## config.mk

```make
export PLATFORM = sky130hd
export DESIGN_NAME = dll_freeze_ctrl
export DESIGN_NICKNAME = d
export VERILOG_FILES = /design/src/rtl/dll_frz_pkg.sv /design/src/rtl/dll_word_fmt.sv /design/src/rtl/dll_poll_timer.sv /design/src/rtl/dll_seq_fsm.sv /design/src/rtl/dll_freeze_ctrl.sv
export SDC_FILE = /design/constraint.sdc
export NUM_CORES = 1
export LEC_CHECK = 0
export BUFFER_PORTS_ARGS = -buffer_cell sky130_fd_sc_hd__buf_2
export CORE_MARGIN = 2
export CORE_UTILIZATION = 40
export CTS_BUF_LIST = sky130_fd_sc_hd__clkbuf_4 sky130_fd_sc_hd__clkbuf_8 sky130_fd_sc_hd__clkbuf_16
export CTS_CLUSTER_SIZE = 8
export DETAILED_ROUTE_END_ITERATION = 10
export PLACE_DENSITY = 0.74
export SETUP_SLACK_MARGIN = 0.3
export SKIP_CTS_REPAIR_TIMING = 1
export SLEW_MARGIN = 10
export SYNTH_ARGS = -nofsm -noshare
export SYNTH_HDL_FRONTEND = slang
export SYNTH_SLANG_ARGS = --single-unit
```

## constraint.sdc

```tcl
create_clock -name clk -period 2.8 [get_ports clk]
set_input_delay 0.42 -clock clk [delete_from_list [all_inputs] [get_ports clk]]
set_output_delay 0.42 -clock clk [all_outputs]
set_load 0.05 [all_outputs]
```

## src/rtl/dll_frz_pkg.sv

```systemverilog
package dll_frz_pkg;
   // control word field positions
   localparam int GO_BIT    = 0;
   localparam int EN_BIT    = 1;
   localparam int SP_LSB    = 8;
   localparam int INC_LSB   = 16;
   localparam int FRC_LSB   = 24;
   // status word field positions
   localparam int LOCK_W    = 3;
   localparam int MEAS_LSB  = 6;

   typedef enum logic [2:0] {
      ST_IDLE,
      ST_PARAM,
      ST_AUX,
      ST_ON,
      ST_RUN,
      ST_POLL,
      ST_FRZ,
      ST_OFF
   } seq_st_t;
endpackage

```

## src/rtl/dll_word_fmt.sv

```systemverilog
module dll_word_fmt
   import dll_frz_pkg::*;
#(
   parameter int              CTL_W    = 32,
   parameter int              FIELD_W  = 8,
   parameter logic [FIELD_W-1:0] START_PT = 8'h10,
   parameter logic [FIELD_W-1:0] INCR     = 8'h10
) (
   input  seq_st_t            st,
   input  logic [FIELD_W-1:0] frc,
   output logic [CTL_W-1:0]   word,
   output logic               ctl_we,
   output logic               aux_we
);
   localparam logic [CTL_W-1:0] BASE =
      (CTL_W'(INCR) << INC_LSB) | (CTL_W'(START_PT) << SP_LSB);
   localparam logic [CTL_W-1:0] EN_M = CTL_W'(1) << EN_BIT;
   localparam logic [CTL_W-1:0] GO_M = CTL_W'(1) << GO_BIT;

   logic [CTL_W-1:0] frc_w;
   assign frc_w = CTL_W'(frc) << FRC_LSB;

   always_comb begin
      word   = '0;
      ctl_we = 1'b0;
      aux_we = 1'b0;
      case (st)
         ST_PARAM: begin word = BASE;                       ctl_we = 1'b1; end
         ST_AUX:   begin                                    aux_we = 1'b1; end
         ST_ON:    begin word = BASE | EN_M;                ctl_we = 1'b1; end
         ST_RUN:   begin word = BASE | EN_M | GO_M;         ctl_we = 1'b1; end
         ST_FRZ:   begin word = BASE | frc_w | EN_M | GO_M; ctl_we = 1'b1; end
         ST_OFF:   begin word = BASE | frc_w | GO_M;        ctl_we = 1'b1; end
         default:  begin end
      endcase
   end
endmodule

```

## src/rtl/dll_poll_timer.sv

```systemverilog
module dll_poll_timer #(
   parameter int TMO_W = 16
) (
   input  logic             clk,
   input  logic             rst_n,
   input  logic             clr,
   input  logic             run,
   input  logic [TMO_W-1:0] limit,
   output logic             expired
);
   logic [TMO_W-1:0] cnt_q;
   logic [TMO_W:0]   nxt;

   assign nxt     = {1'b0, cnt_q} + (TMO_W+1)'(1);
   assign expired = run && (nxt >= {1'b0, limit});

   always_ff @(posedge clk or negedge rst_n) begin
      if (!rst_n)       cnt_q <= '0;
      else if (clr)     cnt_q <= '0;
      else if (run)     cnt_q <= nxt[TMO_W-1:0];
   end
endmodule

```

## src/rtl/dll_seq_fsm.sv

```systemverilog
module dll_seq_fsm
   import dll_frz_pkg::*;
#(
   parameter int FIELD_W       = 8,
   parameter bit DLL_OFF_AFTER = 1'b1
) (
   input  logic               clk,
   input  logic               rst_n,
   input  logic               start,
   input  logic [LOCK_W-1:0]  lock_flags,
   input  logic [FIELD_W-1:0] meas,
   input  logic               expired,
   output seq_st_t            st,
   output logic [FIELD_W-1:0] frc,
   output logic               tmr_clr,
   output logic               tmr_run,
   output logic               done,
   output logic               fail
);
   seq_st_t st_q;
   seq_st_t frz_next;
   seq_st_t last_st;
   logic    locked;

   generate
      if (DLL_OFF_AFTER) begin : g_release
         assign frz_next = ST_OFF;
         assign last_st  = ST_OFF;
      end else begin : g_hold
         assign frz_next = ST_IDLE;
         assign last_st  = ST_FRZ;
      end
   endgenerate

   assign locked  = &lock_flags;
   assign tmr_clr = (st_q == ST_RUN);
   assign tmr_run = (st_q == ST_POLL) && !locked;
   assign st      = st_q;

   always_ff @(posedge clk or negedge rst_n) begin
      if (!rst_n) begin
         st_q <= ST_IDLE;
         frc  <= '0;
         done <= 1'b0;
         fail <= 1'b0;
      end else begin
         case (st_q)
            ST_IDLE: if (start) begin
               st_q <= ST_PARAM;
               done <= 1'b0;
               fail <= 1'b0;
            end
            ST_PARAM: st_q <= ST_AUX;
            ST_AUX:   st_q <= ST_ON;
            ST_ON:    st_q <= ST_RUN;
            ST_RUN:   st_q <= ST_POLL;
            ST_POLL: begin
               if (locked) begin
                  frc  <= meas;
                  st_q <= ST_FRZ;
               end else if (expired) begin
                  fail <= 1'b1;
                  st_q <= ST_IDLE;
               end
            end
            ST_FRZ:   st_q <= frz_next;
            ST_OFF:   st_q <= ST_IDLE;
            default:  st_q <= ST_IDLE;
         endcase
         if (st_q == last_st) done <= 1'b1;
      end
   end
endmodule

```

## src/rtl/dll_freeze_ctrl.sv

```systemverilog
module dll_freeze_ctrl
   import dll_frz_pkg::*;
#(
   parameter int                 CTL_W         = 32,
   parameter int                 STAT_W        = 32,
   parameter int                 FIELD_W       = 8,
   parameter int                 AUX_W         = 8,
   parameter int                 TMO_W         = 16,
   parameter logic [FIELD_W-1:0] START_PT      = 8'h10,
   parameter logic [FIELD_W-1:0] INCR          = 8'h10,
   parameter int                 MEM_KIND      = 0,
   parameter bit                 DLL_OFF_AFTER = 1'b1
) (
   input  logic              clk,
   input  logic              rst_n,
   input  logic              start_i,
   input  logic [STAT_W-1:0] phy_stat_i,
   input  logic [TMO_W-1:0]  lock_tmo_i,
   output logic [CTL_W-1:0]  ctl_wdata_o,
   output logic              ctl_we_o,
   output logic [AUX_W-1:0]  aux_wdata_o,
   output logic              aux_we_o,
   output logic              done_o,
   output logic              lock_fail_o
);
   localparam int MEAS_MSB = MEAS_LSB + FIELD_W - 1;

   generate
      if (CTL_W != FRC_LSB + FIELD_W) begin : g_bad_ctl
         $error("CTL_W must equal FRC_LSB + FIELD_W");
      end
      if (STAT_W <= MEAS_MSB) begin : g_bad_stat
         $error("STAT_W too narrow for measured field");
      end
      if (TMO_W < 2) begin : g_bad_tmo
         $error("TMO_W must be at least 2");
      end
      if (MEM_KIND != 0 && MEM_KIND != 1) begin : g_bad_kind
         $error("MEM_KIND must be 0 or 1");
      end
   endgenerate

   logic [AUX_W-1:0] aux_val;
   generate
      if (MEM_KIND == 0) begin : g_kind0
         assign aux_val = AUX_W'(8'h86);
      end else begin : g_kind1
         assign aux_val = AUX_W'(8'h84);
      end
   endgenerate

   seq_st_t            st;
   logic [FIELD_W-1:0] frc;
   logic               tmr_clr, tmr_run, expired;
   logic               aux_we;

   dll_poll_timer #(.TMO_W(TMO_W)) u_tmr (
      .clk     (clk),
      .rst_n   (rst_n),
      .clr     (tmr_clr),
      .run     (tmr_run),
      .limit   (lock_tmo_i),
      .expired (expired)
   );

   dll_seq_fsm #(.FIELD_W(FIELD_W), .DLL_OFF_AFTER(DLL_OFF_AFTER)) u_fsm (
      .clk        (clk),
      .rst_n      (rst_n),
      .start      (start_i),
      .lock_flags (phy_stat_i[LOCK_W-1:0]),
      .meas       (phy_stat_i[MEAS_MSB:MEAS_LSB]),
      .expired    (expired),
      .st         (st),
      .frc        (frc),
      .tmr_clr    (tmr_clr),
      .tmr_run    (tmr_run),
      .done       (done_o),
      .fail       (lock_fail_o)
   );

   dll_word_fmt #(.CTL_W(CTL_W), .FIELD_W(FIELD_W), .START_PT(START_PT), .INCR(INCR)) u_fmt (
      .st     (st),
      .frc    (frc),
      .word   (ctl_wdata_o),
      .ctl_we (ctl_we_o),
      .aux_we (aux_we)
   );

   assign aux_we_o    = aux_we;
   assign aux_wdata_o = aux_we ? aux_val : '0;
endmodule

```

Word level (Yosys, flattened, before mapping)
Cells that the tools add are included.
Cells by class
  bitwise gates (word level): 0
  magnitude comparators: 1
  shift operators: 0
  multipliers: 0
  add/subtract/negate cells: 1
  reduce and logical (&&, ||, !) cells: 14
  muxes and demuxes: 16
  equality and inequality tests: 11
  div/mod/pow operators: 0
Operator list (number)
  one-hot mux 32 bit (5 select lines): 1
  2-to-1 mux 16 bit: 2
  one-hot mux 3 bit (8 select lines): 1
  adder 16 x 1 -> 17 bit, second input constant: 1
  >= comparator 17 x 16 -> 1 bit: 1
  == test 3 bit, second input constant: 4
  2-to-1 mux 3 bit: 3
  2-to-1 mux 8 bit: 1
  AND reduction 4 bit: 2
  nonzero test 2 bit: 4
  2-to-1 mux 1 bit: 7
  == test 3 x 2 -> 1 bit, second input constant: 2
  inequality test 2 bit, second input constant: 3
  OR reduction 5 bit: 1
  AND reduction 2 bit: 2
  == test 3 x 1 -> 1 bit, second input constant: 1
  logical NOT 3 bit: 1
  inequality test 3 x 2 -> 1 bit, second input constant: 1
  AND reduction 3 bit: 1
  logical AND 1 bit: 2
  one-hot mux 1 bit (2 select lines): 1
  logical NOT 1 bit: 1
Word-level totals
  memories: 0
  logic and storage cells: 48
  memory bits (writable): 0
  bits in latches: 0
  output and inout port bits: 44
  memory bits (read-only): 0
  input port bits: 51
  flip-flop bits (word level): 29

Logic depth before layout (Yosys ltp)
  word-level depth: 7
  mapped depth: 11
  depth with buffers taken out: 11

By module
From an unflattened synthesis, not the netlist that was laid out.
Second synthesis, totals
  cell total of the unflattened synthesis: 261
  area total of the unflattened synthesis: 2329.7 sq um
By module, submodules not included
  dll_poll_timer: cells each 167, sequential area each 400.4 sq um, times used 1, area each 1393.8 sq um
  dll_seq_fsm: cells each 45, sequential area each 325.3 sq um, times used 1, area each 585.6 sq um
  dll_word_fmt: cells each 40, sequential area each 0.0 sq um, times used 1, area each 286.5 sq um
  dll_freeze_ctrl: cells each 9, sequential area each 0.0 sq um, times used 1, area each 63.8 sq um

Worst setup path after synthesis
OpenSTA, ideal clock, no wires.
  path type: register to output
  start point: register u_fsm.st_q[2], in the netlist u_fsm.st[2]
  end point: output aux_wdata_o[1]
  cell stages (with the launch flop): 5
  data arrival time: 2.376 ns
  slack: 0.004 ns
  cell sequence: dfrtp_1 clkbuf_1 clkbuf_1 nor3_1 buf_4
Between the ends
  longest elaborated chain between the ends: 3
RTL lines
  from (decl): RTL line dll_seq_fsm.sv:20  | seq_st_t st_q;
  from (signal assigned): RTL line dll_seq_fsm.sv:66  | ST_FRZ: st_q <= frz_next;
  == test 3 x 2 -> 1 bit: RTL line dll_word_fmt.sv:27  | case (st)
  2-to-1 mux 1 bit: RTL line dll_word_fmt.sv:27
  net aux_we_o: RTL line dll_freeze_ctrl.sv:22  | output logic aux_we_o,
  2-to-1 mux 8 bit: RTL line dll_freeze_ctrl.sv:90  | assign aux_wdata_o = aux_we ? aux_val : '0;
  to (decl): RTL line dll_freeze_ctrl.sv:21  | output logic [AUX_W-1:0] aux_wdata_o,
The timed path passes the listed nets, and every way through them passes these cells.

Worst setup path after layout
  start point: register u_tmr.cnt_q[9]
  end point: register u_fsm.st_q[2], in the netlist u_fsm.st[2]
Between the ends
  longest elaborated chain between the ends: 5
RTL lines
  from (decl): RTL line dll_poll_timer.sv:11  | logic [TMO_W-1:0] cnt_q;
  from (signal assigned): RTL line dll_poll_timer.sv:20  | else if (run) cnt_q <= nxt[TMO_W-1:0];
  adder 16 x 1 -> 17 bit: RTL line dll_poll_timer.sv:14  | assign nxt = {1'b0, cnt_q} + (TMO_W+1)'(1);
  >= comparator 17 x 16 -> 1 bit: RTL line dll_poll_timer.sv:15  | assign expired = run && (nxt >= {1'b0, limit});
  logical AND 1 bit: RTL line dll_poll_timer.sv:15
  inequality test 3 x 2 -> 1 bit (no line)
  AND reduction 2 bit (no line)
No other way between the ends.
A chain may end at the register's enable or synchronous reset.

==> flow_summary.ini <==
[cells_and_area]
n_fill_cell = 536
fin_util_pct = 50.7
antenna_cells = 0
stdcell_area_sq_um = 2790
seq_area_sq_um = 731
final_layout_size_suffix_gt1_share_pct = 34.0
multi_input_area_sq_um = 1390
fin_nets = 396
area_delta_synth_final_pct = 22.0

[timing]
setup_tns_ps = 0
fin_skew_ps = 8.10
hold_slack_ps = 165
drv_slew = 0
finalSetupViolCount = 0
rsz0062_at_grt = true
hold_violations = 0
slew_headroom_pct = 55.6
worst_pin_slew_ps = 666
setup_ws_ps = 168
fin_crit_ps = 2630
fmax_mhz = 380
post-route-period-util_pct = 94.0

[detailed_routing]
drt_wl_total_um = 4860
via_per_inst = 4.85
wire_per_inst_um = 12.1
antenna_left = 0
num_vias = 1945
firstDrtPassIters = 4
drtIter0Drc = 84
drc = 0

[die]
core-area_sq_um = 5510
start_util_pct = 41.6
io-pin-count = 95
die_x_um = 79.7
die-area_sq_um = 6350
num_rows = 27
fp.dieH_um = 79.7

[placement]
port_buffers = 48
dpl-instance-area_sq_um = 2610
place_congestion = 0.806
place_hpwl_um = 3660
dp_slack_ps = 44.1

[global_route]
antenna_found_initial = 0
use_met3_pct = 4.41
grt_start_max_net_pins = 30
grt_pass1_vias = 1785
met2_usage_pct = 26.1
overflow = 0
top_usage_layer = met2
grt_pass1_wl_um = 7870
grt_util_met1_pct = 20.5
track_usage_pct = 15.8

[critical_path]
cp.arrival_ps = 2800
crit_type = register to register
cp_max_fo = 6
cp-end-kind = register
critPathRequiredTime_ps = 2970
reg2reg_depth = 9
start_kind = register
crit_path_top_delay_cell = dfrtp_2
crit_chain = nand4_1 > nor2_2 > and4_1 > xor2_1 > ha_1 > nand3_1 > a2111oi_4 > a41oi_2 > a311o_1
cpPeakStageDelay_ps = 430

[clock_network]
path_clk_slew_ps = 70
clockBufferDepth = 2
cts.sinks = 29
cts_tree = yes
clock_latency_ps = 280
htree_levels = 2
cts_buffers = 5
root_buffer = clkbuf_8

[pwr]
power_frac_seq_pct = 31.6
power_frac_clock_pct = 16.9
powerDensity_nw_per_um2 = 729
power.leakage_nw = 1.49
max-vdd-ir-drop_v = 0.000522
combPwrFrac_pct = 51.4
intPower_w = 0.00102
switching_share_pct = 49.9
p_switching_w = 0.00102

[synth]
ys_seq_area_share_pct = 31.7
yosys.area_share.xor_xnor_pct = 6.12
synth_compound_area_share_pct = 13.5
synth-edff-count = 0
yosysWarnings = 0
synth_ff_type = dfrtp_1
synth_simple_gate_area_share_pct = 20.0
syn_area_per_cell_sq_um = 8.67
syn_area_sq_um = 2290
synthAdderAreaFrac_pct = 9.29
synthMuxAreaShare_pct = 4.37
synthCells = 264
synth_seq_cells = 29
synthArstFlopShare_pct = 100
ys_types = 46
synth_top_family_by_area = simple AND/OR/NAND/NOR gates

[hold_path]
hp-class = input port to asynchronous set/reset pin

[status]
status = finished, final reports clean

[job]
maxCapViolations = 0
stage by stage:
step / total power [W] / std cells
6_report: 0.00204 / 401
5_1_grt: 0.00218 / 401
4_1_cts: 0.00202 / 396
3_5_place_dp: 0.00168 / 388
3_3_place_gp: 0.00165 / 388
2_1_floorplan: 0.00152 / 288
layout make-up:
type	instances	share of cell area (%)
clock inverter	2	0.358
multi-input combinational	200	49.7
inverter	19	2.55
tap	72	3.22
clock buffer	6	2.73
timing repair buffer	73	15.3
sequential	29	26.2
critical path: cells and delay by family (launching register included):
kind	cells	cell delay (ps)
xor+xnor	1	90
simple gates	4	810
fa+ha+maj	1	300
compound gates	3	890
flops	1	430
cell families (layout without fill, tap and decap cells):
kind of cell / count (synthesis) / after routing
DFF: 29 / 29
buffers and inverters: 59 / 100
other: 1 / 25
adders and majority gates: 17 / 17
xor gates and xnor gates: 16 / 16
muxes: 9 / 9
and+or+nand+nor: 85 / 85
AOI/OAI and AO/OA: 48 / 48
cell usage in the layout, fill, tap and decap left out, drive strengths merged, types with 3 or more instances in the layout:
cell type / n
buf: 73
dfrtp: 29
conb: 25
nand2: 24
inv: 19
nor2: 18
ha: 17
o21ai: 15
nand3: 15
a21oi: 11
and3: 9
xnor2: 9
mux2: 8
xor2: 7
clkbuf: 6
o31ai: 5
nand4: 5
a21o: 3
nor3: 3
power groups by stage:
stage / clock (W) / sequential, W / combinational (W)
floorplan: 0 / 0.000579 / 0.000937
global placement: 0 / 0.000644 / 0.00101
detailed placement: 0 / 0.000651 / 0.00102
CTS: 0.000352 / 0.000643 / 0.00103
global route: 0.000379 / 0.000665 / 0.00114
finish: 0.000345 / 0.000644 / 0.00105
layer usage:
layer	wire length [um]	part of all wire [%]	vias up
li1	-	-	975
met1	2210	45	894
met2	2280	47	69
met3	323	6.6	7
met4	50	1.0	0
met5	0	0	-
path summary, 6_finish.rpt:
kind,startpoint,end,slack [ps]
max reg2reg,u_tmr.cnt_q[9],u_fsm.st[2],170
max in group asynchronous,rst_n,u_tmr.cnt_q[11],2160
min,rst_n,u_fsm.frc[0],160
min in group clk,phy_stat_i[12],u_fsm.frc[6],370
max,u_tmr.cnt_q[9],u_fsm.st[2],170
min reg2reg,u_fsm.frc[1],u_fsm.frc[1],500
synth_stat cells, types with 2 or more instances:
master     n  area (sq um)
buf_4     29           218
dfrtp_1   29           726
nand2_1   24          90.1
inv_1     19          71.3
ha_1      17           213
nand3_1   15          75.1
nor2_1    14          52.6
o21ai_0   12          60.1
a21oi_1   11          55.1
and3_1     9          56.3
xnor2_1    9          78.8
mux2_2     8          90.1
buf_2      7          35.0
xor2_1     7          61.3
o31ai_1    5          37.5
nand4_1    4          25.0
a21o_1     3          22.5
clkbuf_1   3          11.3
nor3_1     3          15.0
o21ai_1    3          15.0
a31oi_1    2          12.5
and2_1     2          12.5
nor2_2     2          12.5
nor2_4     2          22.5
nor2b_1    2          12.5
o21a_1     2          15.0
o21bai_1   2          15.0
registers in the layout (all words and copies together) (netlist names):
| name | flops |
|---|---|
| u_fsm.frc | 8 |
| u_fsm.st | 3 |
| u_fsm.done | 1 |
| u_tmr.cnt_q | 16 |
| u_fsm.fail | 1 |
Power figures use the tool's default switching activity.
